File: src/rtl/dnf_pkg.sv
package dnf_pkg;
  localparam int unsigned EXP_W = 8;
  localparam int unsigned MAN_W = 23;
  localparam int unsigned WORD_W = 1 + EXP_W + MAN_W;

  typedef enum logic [1:0] {
    RND_NEAR = 2'b00,
    RND_ZERO = 2'b01,
    RND_POS  = 2'b10,
    RND_NEG  = 2'b11
  } rnd_e;

  typedef enum logic [1:0] {
    ACT_PASS  = 2'b00,
    ACT_ZERO  = 2'b01,
    ACT_DIR   = 2'b10,
    ACT_TRAP  = 2'b11
  } act_e;
endpackage

File: src/rtl/dnf_classify.sv
module dnf_classify
  import dnf_pkg::*;
(
  input  logic perf_mode_i,
  input  logic flush_sel_i,
  input  logic res_tiny_i,
  input  logic in_denorm_i,
  output act_e act_o
);
  always_comb begin
    if (!res_tiny_i && !in_denorm_i) act_o = ACT_PASS;
    else if (!perf_mode_i)           act_o = ACT_TRAP;
    else if (in_denorm_i)            act_o = ACT_ZERO;  // inputs only ever go to zero
    else if (flush_sel_i)            act_o = ACT_DIR;
    else                             act_o = ACT_ZERO;
  end
endmodule

File: src/rtl/dnf_select.sv
module dnf_select
  import dnf_pkg::*;
#(
  parameter int unsigned EW = EXP_W,
  parameter int unsigned MW = MAN_W,
  localparam int unsigned W = 1 + EW + MW
) (
  input  act_e         act_i,
  input  logic [1:0]   rnd_i,
  input  logic         sign_i,
  input  logic         exact_i,
  input  logic [W-1:0] rounded_i,
  output logic [W-1:0] result_o,
  output logic         we_o,
  output logic         uf_o,
  output logic         ix_o,
  output logic         trap_o
);
  logic [W-1:0] zero_w, minn_w;
  logic         away;

  assign zero_w = {sign_i, {(W-1){1'b0}}};
  assign minn_w = {sign_i, {(EW-1){1'b0}}, 1'b1, {MW{1'b0}}};
  assign away   = (rnd_i == RND_POS && !sign_i) || (rnd_i == RND_NEG && sign_i);

  always_comb begin
    result_o = '0;
    we_o     = 1'b1;
    uf_o     = 1'b1;
    ix_o     = 1'b1;
    trap_o   = 1'b0;
    unique case (act_i)
      ACT_PASS: begin
        result_o = rounded_i;
        uf_o     = 1'b0;
        ix_o     = !exact_i;
      end
      ACT_ZERO: result_o = zero_w;
      ACT_DIR:  result_o = away ? minn_w : zero_w;
      ACT_TRAP: begin
        we_o   = 1'b0;
        trap_o = 1'b1;
      end
      default: result_o = '0;
    endcase
  end
endmodule

File: src/rtl/dnf_sticky.sv
module dnf_sticky (
  input  logic clk_i,
  input  logic rst_ni,
  input  logic set_i,
  input  logic clr_i,
  output logic sticky_o
);
  always_ff @(posedge clk_i or negedge rst_ni) begin
    if (!rst_ni)     sticky_o <= 1'b0;
    else if (set_i)  sticky_o <= 1'b1;  // set wins over clear
    else if (clr_i)  sticky_o <= 1'b0;
  end
endmodule

File: src/rtl/dnf_top.sv
module dnf_top
  import dnf_pkg::*;
#(
  parameter int unsigned EW = EXP_W,
  parameter int unsigned MW = MAN_W,
  localparam int unsigned W = 1 + EW + MW
) (
  input  logic         clk_i,
  input  logic         rst_ni,
  input  logic         valid_i,
  input  logic         perf_mode_i,
  input  logic         flush_sel_i,
  input  logic [1:0]   rnd_mode_i,
  input  logic         res_sign_i,
  input  logic         res_tiny_i,
  input  logic         res_exact_i,
  input  logic         in_denorm_i,
  input  logic [W-1:0] rounded_i,
  input  logic         sticky_clr_i,
  output logic         valid_o,
  output logic [W-1:0] result_o,
  output logic         result_we_o,
  output logic         underflow_o,
  output logic         inexact_o,
  output logic         trap_o,
  output logic         flush_sticky_o
);
  act_e         act;
  logic [W-1:0] sel_res;
  logic         sel_we, sel_uf, sel_ix, sel_trap;

  dnf_classify u_cls (
    .perf_mode_i (perf_mode_i),
    .flush_sel_i (flush_sel_i),
    .res_tiny_i  (res_tiny_i),
    .in_denorm_i (in_denorm_i),
    .act_o       (act)
  );

  dnf_select #(.EW(EW), .MW(MW)) u_sel (
    .act_i     (act),
    .rnd_i     (rnd_mode_i),
    .sign_i    (res_sign_i),
    .exact_i   (res_exact_i),
    .rounded_i (rounded_i),
    .result_o  (sel_res),
    .we_o      (sel_we),
    .uf_o      (sel_uf),
    .ix_o      (sel_ix),
    .trap_o    (sel_trap)
  );

  dnf_sticky u_stk (
    .clk_i    (clk_i),
    .rst_ni   (rst_ni),
    .set_i    (valid_i && (act == ACT_ZERO || act == ACT_DIR)),
    .clr_i    (sticky_clr_i),
    .sticky_o (flush_sticky_o)
  );

  always_ff @(posedge clk_i or negedge rst_ni) begin
    if (!rst_ni) begin
      valid_o     <= 1'b0;
      result_o    <= '0;
      result_we_o <= 1'b0;
      underflow_o <= 1'b0;
      inexact_o   <= 1'b0;
      trap_o      <= 1'b0;
    end else begin
      valid_o     <= valid_i;
      result_o    <= valid_i ? sel_res : '0;
      result_we_o <= valid_i && sel_we;
      underflow_o <= valid_i && sel_uf;
      inexact_o   <= valid_i && sel_ix;
      trap_o      <= valid_i && sel_trap;
    end
  end
endmodule

File: config.mk
export PLATFORM = sky130hd
export DESIGN_NAME = dnf_top
export DESIGN_NICKNAME = d
export VERILOG_FILES = /design/src/rtl/dnf_pkg.sv /design/src/rtl/dnf_classify.sv /design/src/rtl/dnf_select.sv /design/src/rtl/dnf_sticky.sv /design/src/rtl/dnf_top.sv
export SDC_FILE = /design/constraint.sdc
export NUM_CORES = 1
export LEC_CHECK = 0
export BUFFER_PORTS_ARGS = -buffer_cell sky130_fd_sc_hd__buf_2
export CORE_ASPECT_RATIO = 1.5
export CORE_UTILIZATION = 44
export DETAILED_ROUTE_END_ITERATION = 10
export PLACE_DENSITY_LB_ADDON = 0.2
export SETUP_SLACK_MARGIN = 0.5
export SYNTH_ARGS = -nofsm -noshare
export SYNTH_HDL_FRONTEND = slang
export SYNTH_HIERARCHICAL = 1
export SYNTH_SLANG_ARGS = --single-unit
File: constraint.sdc
create_clock -name clk_i -period 0.8 [get_ports clk_i]
set_input_delay 0.04 -clock clk_i [delete_from_list [all_inputs] [get_ports clk_i]]
set_output_delay 0.04 -clock clk_i [all_outputs]
set_load 0.05 [all_outputs]
# --- Yosys cells after proc, flatten, opt, wreduce, memory -nomap -nowiden ---
# Index checks and enable logic that the tools add are counted.
word_totals:
  output_inout_bits: 38
  register_bits: 38
  wordCells: 41
  in_bits: 44
classes:
  eq_ne: 5
  n_reduce_logical: 16
  muxes: 13
ops:
  columns: ["op", "count"]
  rows:
  - ["32-bit one-hot mux with 3 select lines", 1]
  - ["32-bit two-way mux", 1]
  - ["24-bit two-way mux", 1]
  - ["2-bit equality test (second input constant)", 4]
  - ["1-bit logical AND", 8]
  - ["2-bit two-way mux", 4]
  - ["1-bit two-way mux", 6]
  - ["1-bit zero test", 4]
  - ["2-bit by 1-bit equality test with 1-bit output (second input constant)", 1]
  - ["2-bit zero test", 1]
  - ["1-bit logical OR", 2]
  - ["2-bit nonzero test", 1]

# --- Longest topological paths before layout ---
# Gate-level depths: netlist (run 1).
logic_depth:
  depth_word: 8
  ltp_mapped: 6
  ltp_nobuf: 5

# --- Cells and area by module ---
# The synthesis (run 1) kept the hierarchy.
by_module_without_submodules:
  columns: ["module", "n_inst", "seq_area_each_um2", "area_each_um2", "cells_per_inst"]
  rows:
  - ["dnf_top", 1, 925.9, 1227.4, 78]
  - ["dnf_select", 1, 0.0, 291.5, 43]
  - ["dnf_sticky", 1, 25.0, 36.3, 3]
  - ["dnf_classify", 1, 0.0, 31.3, 5]

# --- Worst setup path before layout (run 1) ---
# Ideal clock, no wire load.
synth_path:
  path_kind: "input to register"
  start: "input in_denorm_i"
  end: "register result_o[12]"
  t_required_ns: 0.680
  path_slack_ns: -0.282
  n_path_buf: 1
  arrival_time_ns: 0.962
  setup_time_ns: 0.120
  cell_stages: 6
  cell_sequence: "nand2b_1 > a21oi_2 > nor2_4 > buf_6 > and2_1 > and2_2"
synth_via:
  elab_chain_len: 6
  elab_cells_between_ends: 10
  classes_between: "2 x eq/ne; 5 x mux; 3 x reduce/logical"
synth_rtl:
  columns: ["item", "line", "rtl"]
  rows:
  - ["start, declared", "dnf_top.sv:17", "input logic in_denorm_i,"]
  - ["2-bit two-way mux / 1-bit zero test (equally long branches)", "dnf_classify.sv:13, dnf_classify.sv:11", null]
  - ["2-bit two-way mux / 1-bit logical AND (equally long branches)", "dnf_classify.sv:12, dnf_classify.sv:11", null]
  - ["2-bit two-way mux *", "dnf_classify.sv:11", "if (!res_tiny_i && !in_denorm_i) act_o = ACT_PASS;"]
  - ["net act[1]", "dnf_top.sv:28", "act_e act;"]
  - ["2-bit equality test, or another cell as far along", "dnf_select.sv:32", "unique case (act_i)"]
  - ["32-bit one-hot mux with 3 select lines *", "dnf_select.sv:32", null]
  - ["net sel_res[12]", "dnf_top.sv:29", "logic [W-1:0] sel_res;"]
  - ["32-bit two-way mux *", "dnf_top.sv:71", "result_o <= valid_i ? sel_res : '0;"]
  - ["end signal, assigned", "dnf_top.sv:71", null]
  - ["end, declared", "dnf_top.sv:21", "output logic [W-1:0] result_o,"]
# The timed path passes the listed nets; every way through them passes the cells marked *.
# A chain may end at the register's enable or synchronous reset.

# --- Worst setup path after layout (run 1) ---
layout_path:
  start: "register u_stk.sticky_o"
  end: "output flush_sticky_o"
layout_rtl:
  columns: ["item", "line", "rtl"]
  rows:
  - ["start, declared", "dnf_sticky.sv:6", "output logic sticky_o"]
  - ["start signal, assigned", "dnf_sticky.sv:9", "if (!rst_ni) sticky_o <= 1'b0;"]
  - ["start signal, assigned", "dnf_sticky.sv:10", "else if (set_i) sticky_o <= 1'b1;"]
  - ["start signal, assigned", "dnf_sticky.sv:11", "else if (clr_i) sticky_o <= 1'b0;"]
  - ["end, declared", "dnf_top.sv:26", "output logic flush_sticky_o"]
# No word-level cell between the ends.

==> flow_summary_export.csv, run 1 <==
group,metric,value,unit
pwr,fin_total_pwr,4.43,mW
layout,diodes,0,
cts,clkSinkCount,38,
placed_design,dpl.hpwl,2320,um
placed_design,port_buffers,81,
timing,setup_ws,-0.0931,ns
grt,grt.total_usage,22.8,%
routing,routed_via_density,4.67,
worst_setup_path,worstPathRequired,0.76,ns
worst_setup_path,crit_fanout,2,
placed_design,place_congestion,0.616,
worst_setup_path,critPathSlowestCell,"dfrtp_2",
layout,multi_input_comb_area,737,sq um
worst_setup_path,worstPathArrival,0.85,ns
yosys,synth.avg_cell_area,12.3,sq um
cts,cts_buffers,5,
min_path,hold_path_class,"input pin to async pin",
yosys,ys_warn_count,6,
layout,layout.nets,271,
floorplan,placementRows,26,
timing,max_freq,1120,MHz
timing,worst_pin_slew,0.387,ns
pwr,leakagePower,1.47,nW
layout,drive_above_1_share,84.6,%
grt,antenna_found_initial,0,
pwr,p_per_area,1570,nW/um^2
floorplan,io_pins,82,
timing,min_period,0.893,ns
worst_setup_path,cp-end-kind,"primary output",
floorplan,core,3420,sq um
timing,maxSlewHeadroom,74.2,%
yosys,syn-num-nets,173,
timing,post-route-period-util,112,%
worst_setup_path,crit_chain,"buf_6",
timing,rsz0062_at_grt,"true",
worst_setup_path,cp_num_buf_inv,1,
cts,root_buffer,"clkbuf_8",
routing,post_drt_wl_per_cell,14.3,um
routing,vias,1260,
layout,areaGrowthSynthToFinish,77.4,%
worst_setup_path,startpoint_type,"register",
floorplan,start_util,46.4,%
layout,layout_commonest_cell,"and2_4",
yosys,syn_inst,129,
yosys,syn_area,1590,sq um
routing,drtIter0Drc,16,
worst_setup_path,r2r_slack,0.11,ns
timing,setup_viol,70,
routing,drc,0,
cts,clock_latency,0.29,ns
timing,finalHoldViolCount,38,
job,cap_viol_max_count,0,
yosys,ys_seq_area_share,59.9,%
outcome,violations,"hold timing, setup timing",
timing,hold_slack,-0.295,ns
layout,final_cell_mix,"64 x and2_4, 45 x buf_6, 39 x buf_2",
routing,antenna_left,0,
routing,firstDrtPassIters,4,
outcome,status,"finished, violations left",
yosys,yosysUniqueCellTypes,19,
worst_setup_path,slowest_delay,0.41,ns
floorplan,die_w,51.0,um
grt,grt_max_degree,39,
layout,regArea,966,sq um
cts,cts_tree,"done",
grt,grt_pass1_wl,6170,um
routing,drt-total-wl,3870,um
cts,clkTransAtPathRegs,0.07,ns
floorplan,die_y,75.5,um
worst_setup_path,cp_top_family,"flip-flops",
yosys,yosys_register_bits,38,
grt,grt_pass1_vias,1314,
pwr,ir_drop,1.33,mV
layout,fillers,200,
floorplan,die_area,3850,sq um
worst_setup_path,path_class,"register to primary output",
timing,skew,0,ns
cts,clock_path_buffers,2,
grt,grt_overflow_total,0,
cts,htree_num_levels,2,
timing,drv_slew,0,
where the power goes:
group          switching [mW]  leakage (nW)  internal (mW)
clock network           0.657        0.0482          0.695
logic                   0.510         0.921          0.547
registers              0.0330         0.498           1.99
total                    1.20          1.47           3.23
synthesized netlist by cell type:
library cell,number,share of area [%]
a32o_1,1,0.63
o2bb2ai_1,1,0.55
nor2_4,1,0.71
xnor2_1,1,0.55
and2_1,30,12
a21o_1,1,0.47
buf_6,3,2.1
a21oi_2,1,0.55
inv_1,3,0.71
dfrtp_1,38,60
nand2_1,3,0.71
mux2i_1,1,0.63
clkbuf_2,3,0.95
and2_2,37,18
nand2b_1,1,0.39
nor2_1,1,0.24
xor2_1,1,0.55
a21o_2,1,0.55
nor2b_1,1,0.39
kinds of logic (layout without fill, tap and decap cells):
| kind of cell | after synthesis | in the layout | share of synthesized area, % |
|---|---|---|---|
| mux | 1 | 1 | 0.631 |
| buf+inv | 9 | 108 | 3.79 |
| simple gates | 74 | 74 | 31.8 |
| flops | 38 | 38 | 59.9 |
| xor+xnor | 2 | 2 | 1.10 |
| compound gates | 5 | 5 | 2.76 |
stage by stage:
stage | setup WS (ns) | setup TNS [ns] | std cells | area, sq um | utilization [%]
4_1_cts | -0.0974 | -4.65 | 270 | 2810 | 82.3
3_5_place_dp | -0.353 | -11.93 | 252 | 2250 | 65.8
2_1_floorplan | -0.128 | -3.95 | 129 | 1740 | -
3_3_place_gp | -0.309 | -10.69 | 252 | 2250 | 65.8
5_1_grt | -0.133 | -6.64 | 270 | 2820 | 82.4
6_report | -0.0931 | -4.57 | 270 | 2820 | 82.4
worst paths after layout:
path | start | to | depth (start not counted)
max | u_stk/sticky_o | flush_sticky_o | 1
min | rst_ni | result_o[12] | 2
max reg2reg | u_stk/sticky_o | u_stk/sticky_o | 1
min reg2reg | u_stk/sticky_o | u_stk/sticky_o | 1
max in group asynchronous | rst_ni | result_o[23] | 2
min in group clk_i | sticky_clr_i | u_stk/sticky_o | 3
state kept, by name, indices dropped and copies added, names as in the netlist:
register,cells
trap_o,1
result_o,32
inexact_o,1
underflow_o,1
u_stk/sticky_o,1
result_we_o,1
valid_o,1
layer usage:
layer,wire length (um),GRT usage (%),share of wire [%]
met4,63,8.33,1.6
met2,2210,42.8,57
met3,253,6.39,6.5
met1,1340,24.0,35
met5,0,0,0
repair_timing:
action                     in CTS  in global routing
pin swaps                      17                  8
hold endpoints to repair       38                 38
gates cloned                    4                  0
setup endpoints to repair      75                 75
setup buffers                   6                  0
gates resized for setup       102                  1
cell type report:
cell class / count / area share [%]
repair buffers: 97 / 34.0
clock inverters: 1 / 0.178
clock buffers: 7 / 3.07
inverters: 3 / 0.400
multi-input cells: 82 / 26.2
flip-flops and latches: 38 / 34.3
well taps: 42 / 1.87
Note: power is estimated with default switching activity, not from simulation.
==> inputs of run 2 (changes only) <==
CORE_MARGIN = 2   (was default)
RECOVER_POWER = 100   (was default)
==> run 2 against run 1 <==
Net effect: the run still ends with hold timing, setup timing left; first-iteration DRC count fell by 50%; combinational power about the same; die area grew 6.7%; register-to-register slack is essentially flat; non-clock buffer count up 1; clock skew unchanged; clock power up 16%; utilization up 0.33 points; setup slack got worse by 0.013 ns; maximum frequency is 1.4% lower; sequential share of layout area fell by 0.14 points; sequential cell count unchanged; critical endpoint is now result_o[2]; largest cell class unchanged.
==> flow_summary_export.csv, run 2 (synthesis gave the netlist of run 1 again) <==
group,metric,value,unit
pwr,p_per_area,1640,nW/um^2
worst_setup_path,path_class,"input pin to register",
grt,antenna_found_initial,0,
worst_setup_path,slowest_delay,0.18,ns
cts,clock_latency,0.28,ns
routing,drtIter0Drc,8,
timing,post-route-period-util,113,%
floorplan,die_w,53.0,um
worst_setup_path,reg2reg_to,"u_stk/sticky_o",
worst_setup_path,crit_chain,"buf_8, nand2b_4, a21oi_4, nor2_4, buf_12, clkbuf_16, and2_4, and2_4",
min_path,hold_path_class,"input pin to async pin",
routing,firstDrtPassIters,4,
routing,drt-total-wl,3900,um
cts,clock_path_buffers,2,
outcome,status,"finished, violations left",
routing,post_drt_wl_per_cell,14.4,um
grt,grt_pass1_vias,1267,
layout,layout_commonest_cell,"and2_4",
layout,areaGrowthSynthToFinish,78.2,%
worst_setup_path,worst_r2r_path_depth,1,
layout,drive_above_1_share,85.2,%
timing,max_freq,1100,MHz
worst_setup_path,cp-end-kind,"register",
worst_setup_path,cp_common_cell,"and2_4",
timing,setup_ws,-0.106,ns
timing,min_period,0.906,ns
worst_setup_path,r2r-start,"u_stk/sticky_o",
worst_setup_path,crit_fanout,5,
cts,clkTransAtPathRegs,0.07,ns
timing,maxSlewHeadroom,40.1,%
layout,final_cell_mix,"67 x and2_4, 46 x buf_6, 38 x buf_2",
outcome,violations,"hold timing, setup timing",
grt,grt_max_degree,39,
placed_design,place_congestion,0.656,
layout,fillers,186,
grt,grt_overflow_total,0,
floorplan,die_y,77.5,um
routing,vias,1232,
pwr,leakagePower,1.47,nW
cts,htree_num_levels,2,
routing,antenna_left,0,
timing,skew,0,ns
worst_setup_path,r2r_slack,0.11,ns
grt,grt_pass1_wl,5880,um
worst_setup_path,worstPathRequired,0.99,ns
worst_setup_path,worstPathArrival,1.09,ns
layout,layout.nets,272,
worst_setup_path,critPathSlowestCell,"a21oi_4",
cts,clkSinkCount,38,
cts,root_buffer,"clkbuf_8",
timing,tns,-4.91,ns
timing,worst_pin_slew,0.898,ns
timing,finalHoldViolCount,38,
worst_setup_path,startpoint_type,"input pin",
timing,setup_viol,71,
grt,grt.total_usage,19.9,%
layout,largest_reg_flops,32,
job,cap_viol_max_count,0,
placed_design,port_buffers,81,
cts,cts_buffers,5,
floorplan,placementRows,26,
routing,routed_via_density,4.55,
cts,cts_tree,"done",
layout,top_register,"result_o",
routing,drc,0,
placed_design,dpl.hpwl,2380,um
floorplan,die_area,4110,sq um
floorplan,core,3420,sq um
timing,drv_slew,0,
layout,diodes,0,
pwr,ir_drop,1.26,mV
floorplan,start_util,46.4,%
floorplan,io_pins,82,
timing,hold_slack,-0.0443,ns
pwr,fin_total_pwr,4.65,mW
timing,rsz0062_at_grt,"true",
## run 2: cell types whose count changed in the layout (fill, tap and decap cells not counted), moves of 2 or more
cell | previous run | this run
and2_2 | 3 | 0
and2_4 | 64 | 67
buf_16 | 4 | 1
clkbuf_2 | 0 | 3
clkbuf_16 | 0 | 2
## run 2: layout make-up
| cell class | instances | area (sq um) | area share (%) |
|---|---|---|---|
| Sequential cell | 38 | 966 | 34.2 |
| Timing Repair Buffer | 98 | 933 | 33.0 |
| Multi-Input combinational cell | 82 | 757 | 26.8 |
| Clock buffer | 7 | 76.3 | 2.70 |
| Tap cell | 42 | 52.6 | 1.86 |
| Clock inverter | 1 | 30.0 | 1.06 |
| Inverter | 3 | 11.3 | 0.398 |
## run 2: worst max-delay path by stage
| stage | cells past startpoint | slack [ns] | end | startpoint |
|---|---|---|---|---|
| 2_1_floorplan | 6 | -0.13 | result_o[0] | in_denorm_i |
| 3_3_place_gp | 7 | -0.31 | result_o[20] | flush_sel_i |
| 3_5_place_dp | 7 | -0.37 | result_o[1] | flush_sel_i |
| 4_1_cts | 1 | -0.10 | result_o[31] | result_o[31] |
| 5_1_grt | 1 | -0.12 | result_o[1] | result_o[1] |
| 6_report | 8 | -0.11 | result_o[2] | in_denorm_i |
## run 2: per-stage QoR
stage,std cells,util (%),setup slack [ns],instance area [sq um],hold slack (ns)
detailed placement,252,65.8,-0.368,2250,0.0170
global route,271,82.7,-0.124,2830,0.0324
CTS,262,78.8,-0.100,2690,-0.292
finish,271,82.7,-0.106,2830,-0.0443
floorplan,129,-,-0.128,1740,-0.256
global placement,252,65.8,-0.309,2250,0.0142
## run 2: worst max-delay path: cells and delay by family
| family | cells | cell delay, ns |
|---|---|---|
| and+or+nand+nor | 4 | 0.49 |
| buffers and inverters | 3 | 0.37 |
| AOI/OAI and AO/OA | 1 | 0.18 |
## run 2: power by group
| group | switching, mW | total, mW | internal [mW] |
|---|---|---|---|
| Clock | 0.636 | 1.57 | 0.932 |
| Sequential | 0.0343 | 2.02 | 1.99 |
| Combinational | 0.513 | 1.06 | 0.542 |
| Total | 1.18 | 4.65 | 3.46 |
## run 2: repair_timing
action | 4_1_cts | 5_1_grt
resized for setup | 101 | 10
buffers inserted | 1 | 6
endpoints found under the setup margin | 75 | 75
endpoints found under the hold margin | 38 | 38
cloned | 1 | 3
pin swaps | 7 | 19
## run 2: per-layer routing
layer | global-route usage, % | share of wire [%]
met1 | 21.2 | 35
met2 | 34.4 | 56
met3 | 6.35 | 6.8
met4 | 9.23 | 2.5
met5 | 0 | 0
==> inputs of run 3 (changes only) <==
CELL_PAD_IN_SITES_DETAIL_PLACEMENT = 1   (was default)
CELL_PAD_IN_SITES_GLOBAL_PLACEMENT = 1   (was default)
CORE_UTILIZATION = 33   (was 44)
==> run 3 against run 2 <==
Net effect: combinational power is 6% lower; via count up 0.81%; sequential share of layout area is 1.0 points higher; clock power decreased by 16%; setup slack improved by 0.012 ns; the run still ends with hold timing, setup timing left.
==> flow_summary_export.csv, run 3 (synthesis gave the netlist of run 1 again) <==
group,metric,value,unit
timing,min_period,0.894,ns
outcome,status,"finished, violations left",
routing,drc,0,
routing,routed_via_density,4.27,
worst_setup_path,worstPathRequired,0.76,ns
timing,hold_slack,-0.0124,ns
grt,gr-usage-met3,5.35,%
timing,worst_pin_slew,0.958,ns
layout,regArea,966,sq um
floorplan,io_pins,82,
grt,grt_overflow_total,0,
worst_setup_path,slowest_delay,0.42,ns
timing,max_freq,1120,MHz
worst_setup_path,startpoint_type,"register",
layout,largest_reg_flops,32,
outcome,violations,"hold timing, setup timing",
grt,grt_pass1_wl,6550,um
worst_setup_path,worstPathArrival,0.85,ns
timing,finalHoldViolCount,38,
layout,postLayoutCoreUtil,59.9,%
cts,cts_tree,"done",
routing,drtIter0Drc,25,
timing,setup_ws,-0.0939,ns
cts,htree_num_levels,2,
routing,post_drt_wl_per_cell,14.6,um
layout,multi_input_comb_area,753,sq um
worst_setup_path,crit_fanout,2,
cts,clkSinkCount,38,
routing,firstDrtPassIters,2,
floorplan,die_y,88.9,um
job,cap_viol_max_count,0,
cts,clock_path_buffers,2,
worst_setup_path,crit_chain,"buf_6",
timing,rsz0062_at_grt,"true",
layout,layout_commonest_cell,"and2_4",
grt,grt_max_degree,39,
layout,top_register,"result_o",
cts,clkTransAtPathRegs,0.07,ns
placed_design,pre_cts_slack,-0.368,ns
floorplan,die_w,60.6,um
worst_setup_path,cp-end-kind,"primary output",
pwr,fin_total_pwr,4.34,mW
timing,drv_slew,0,
grt,busiest_layer,"met2",
placed_design,place_congestion,0.721,
grt,grt.total_usage,16.6,%
pwr,leakagePower,1.43,nW
layout,fillers,477,
worst_setup_path,critPathSlowestCell,"dfrtp_2",
placed_design,dpl.cell_count,277,
floorplan,core,4580,sq um
worst_setup_path,path_class,"register to primary output",
layout,drive_above_1_share,85.5,%
worst_setup_path,r2r_slack,0.10,ns
timing,setup_viol,71,
layout,stdcell_count,291,
pwr,ir_drop,0.916,mV
worst_setup_path,reg2reg_to,"u_stk/sticky_o",
routing,vias,1242,
layout,areaGrowthSynthToFinish,72.9,%
timing,post-route-period-util,112,%
floorplan,die_area,5390,sq um
worst_setup_path,worst_r2r_path_depth,1,
placed_design,port_buffers,81,
cts,clock_latency,0.28,ns
floorplan,start_util,34.6,%
worst_setup_path,cp_top_family,"flip-flops",
pwr,p_per_area,1580,nW/um^2
routing,antenna_left,0,
cts,root_buffer,"clkbuf_8",
worst_setup_path,r2r-start,"u_stk/sticky_o",
timing,skew,0,ns
floorplan,placementRows,30,
worst_setup_path,cp_num_buf_inv,1,
grt,grt_pass1_vias,1435,
timing,maxSlewHeadroom,36.1,%
layout,final_cell_mix,"67 x and2_4, 50 x buf_6, 39 x buf_2",
grt,use_met2,31.2,%
grt,grtUsageMet1,16.4,%
routing,drt-total-wl,4260,um
grt,antenna_found_initial,0,
min_path,hold_path_class,"input pin to async pin",
cts,cts_buffers,5,
layout,diodes,0,
placed_design,dpl.hpwl,3000,um
layout,layout.nets,270,
-- run 3: worst max path at each step --
| stage | start | to | slack, ns | cells past startpoint |
|---|---|---|---|---|
| 2_1_floorplan | in_denorm_i | result_o[0] | -0.13 | 6 |
| 3_3_place_gp | in_denorm_i | u_stk/sticky_o | -0.32 | 7 |
| 3_5_place_dp | flush_sel_i | result_o[5] | -0.37 | 7 |
| 4_1_cts | u_stk/sticky_o | flush_sticky_o | -0.10 | 1 |
| 5_1_grt | u_stk/sticky_o | flush_sticky_o | -0.12 | 1 |
| 6_report | u_stk/sticky_o | flush_sticky_o | -0.09 | 1 |
-- run 3: timing repair --
action / in CTS / in global routing
resized for setup: 108 / 6
gates cloned: 2 / 0
buffers inserted: 2 / 2
pin swaps: 29 / 17
endpoints found under the hold margin: 38 / 38
endpoints found under the setup margin: 75 / 75
-- run 3: cell type report --
cell class / instances / area share, %
Clock inverter: 1 / 0.182
Clock buffer: 7 / 3.15
Multi-Input combinational cell: 82 / 27.5
Tap cell: 64 / 2.92
Sequential cell: 38 / 35.2
Timing Repair Buffer: 96 / 30.7
Inverter: 3 / 0.411
-- run 3: per-layer routing --
layer | vias up | share of wire (%) | wire, um
li1 | 583 | - | -
met1 | 596 | 34 | 1430
met2 | 59 | 58 | 2460
met3 | 4 | 7.8 | 332
met4 | 0 | 0.94 | 40
met5 | - | 0 | 0
-- run 3: through the flow --
stage          TNS (ns)  cell area [sq um]
3_5_place_dp     -12.28               2270
2_1_floorplan     -3.95               1740
5_1_grt           -5.53               2740
4_1_cts           -4.37               2730
3_3_place_gp     -10.55               2270
6_report          -3.61               2740
-- run 3: power breakdown --
part	total (mW)	switching, mW	internal, mW	leakage [nW]
logic	0.998	0.506	0.492	0.882
registers	2.03	0.0354	1.99	0.498
clock network	1.32	0.623	0.695	0.0482
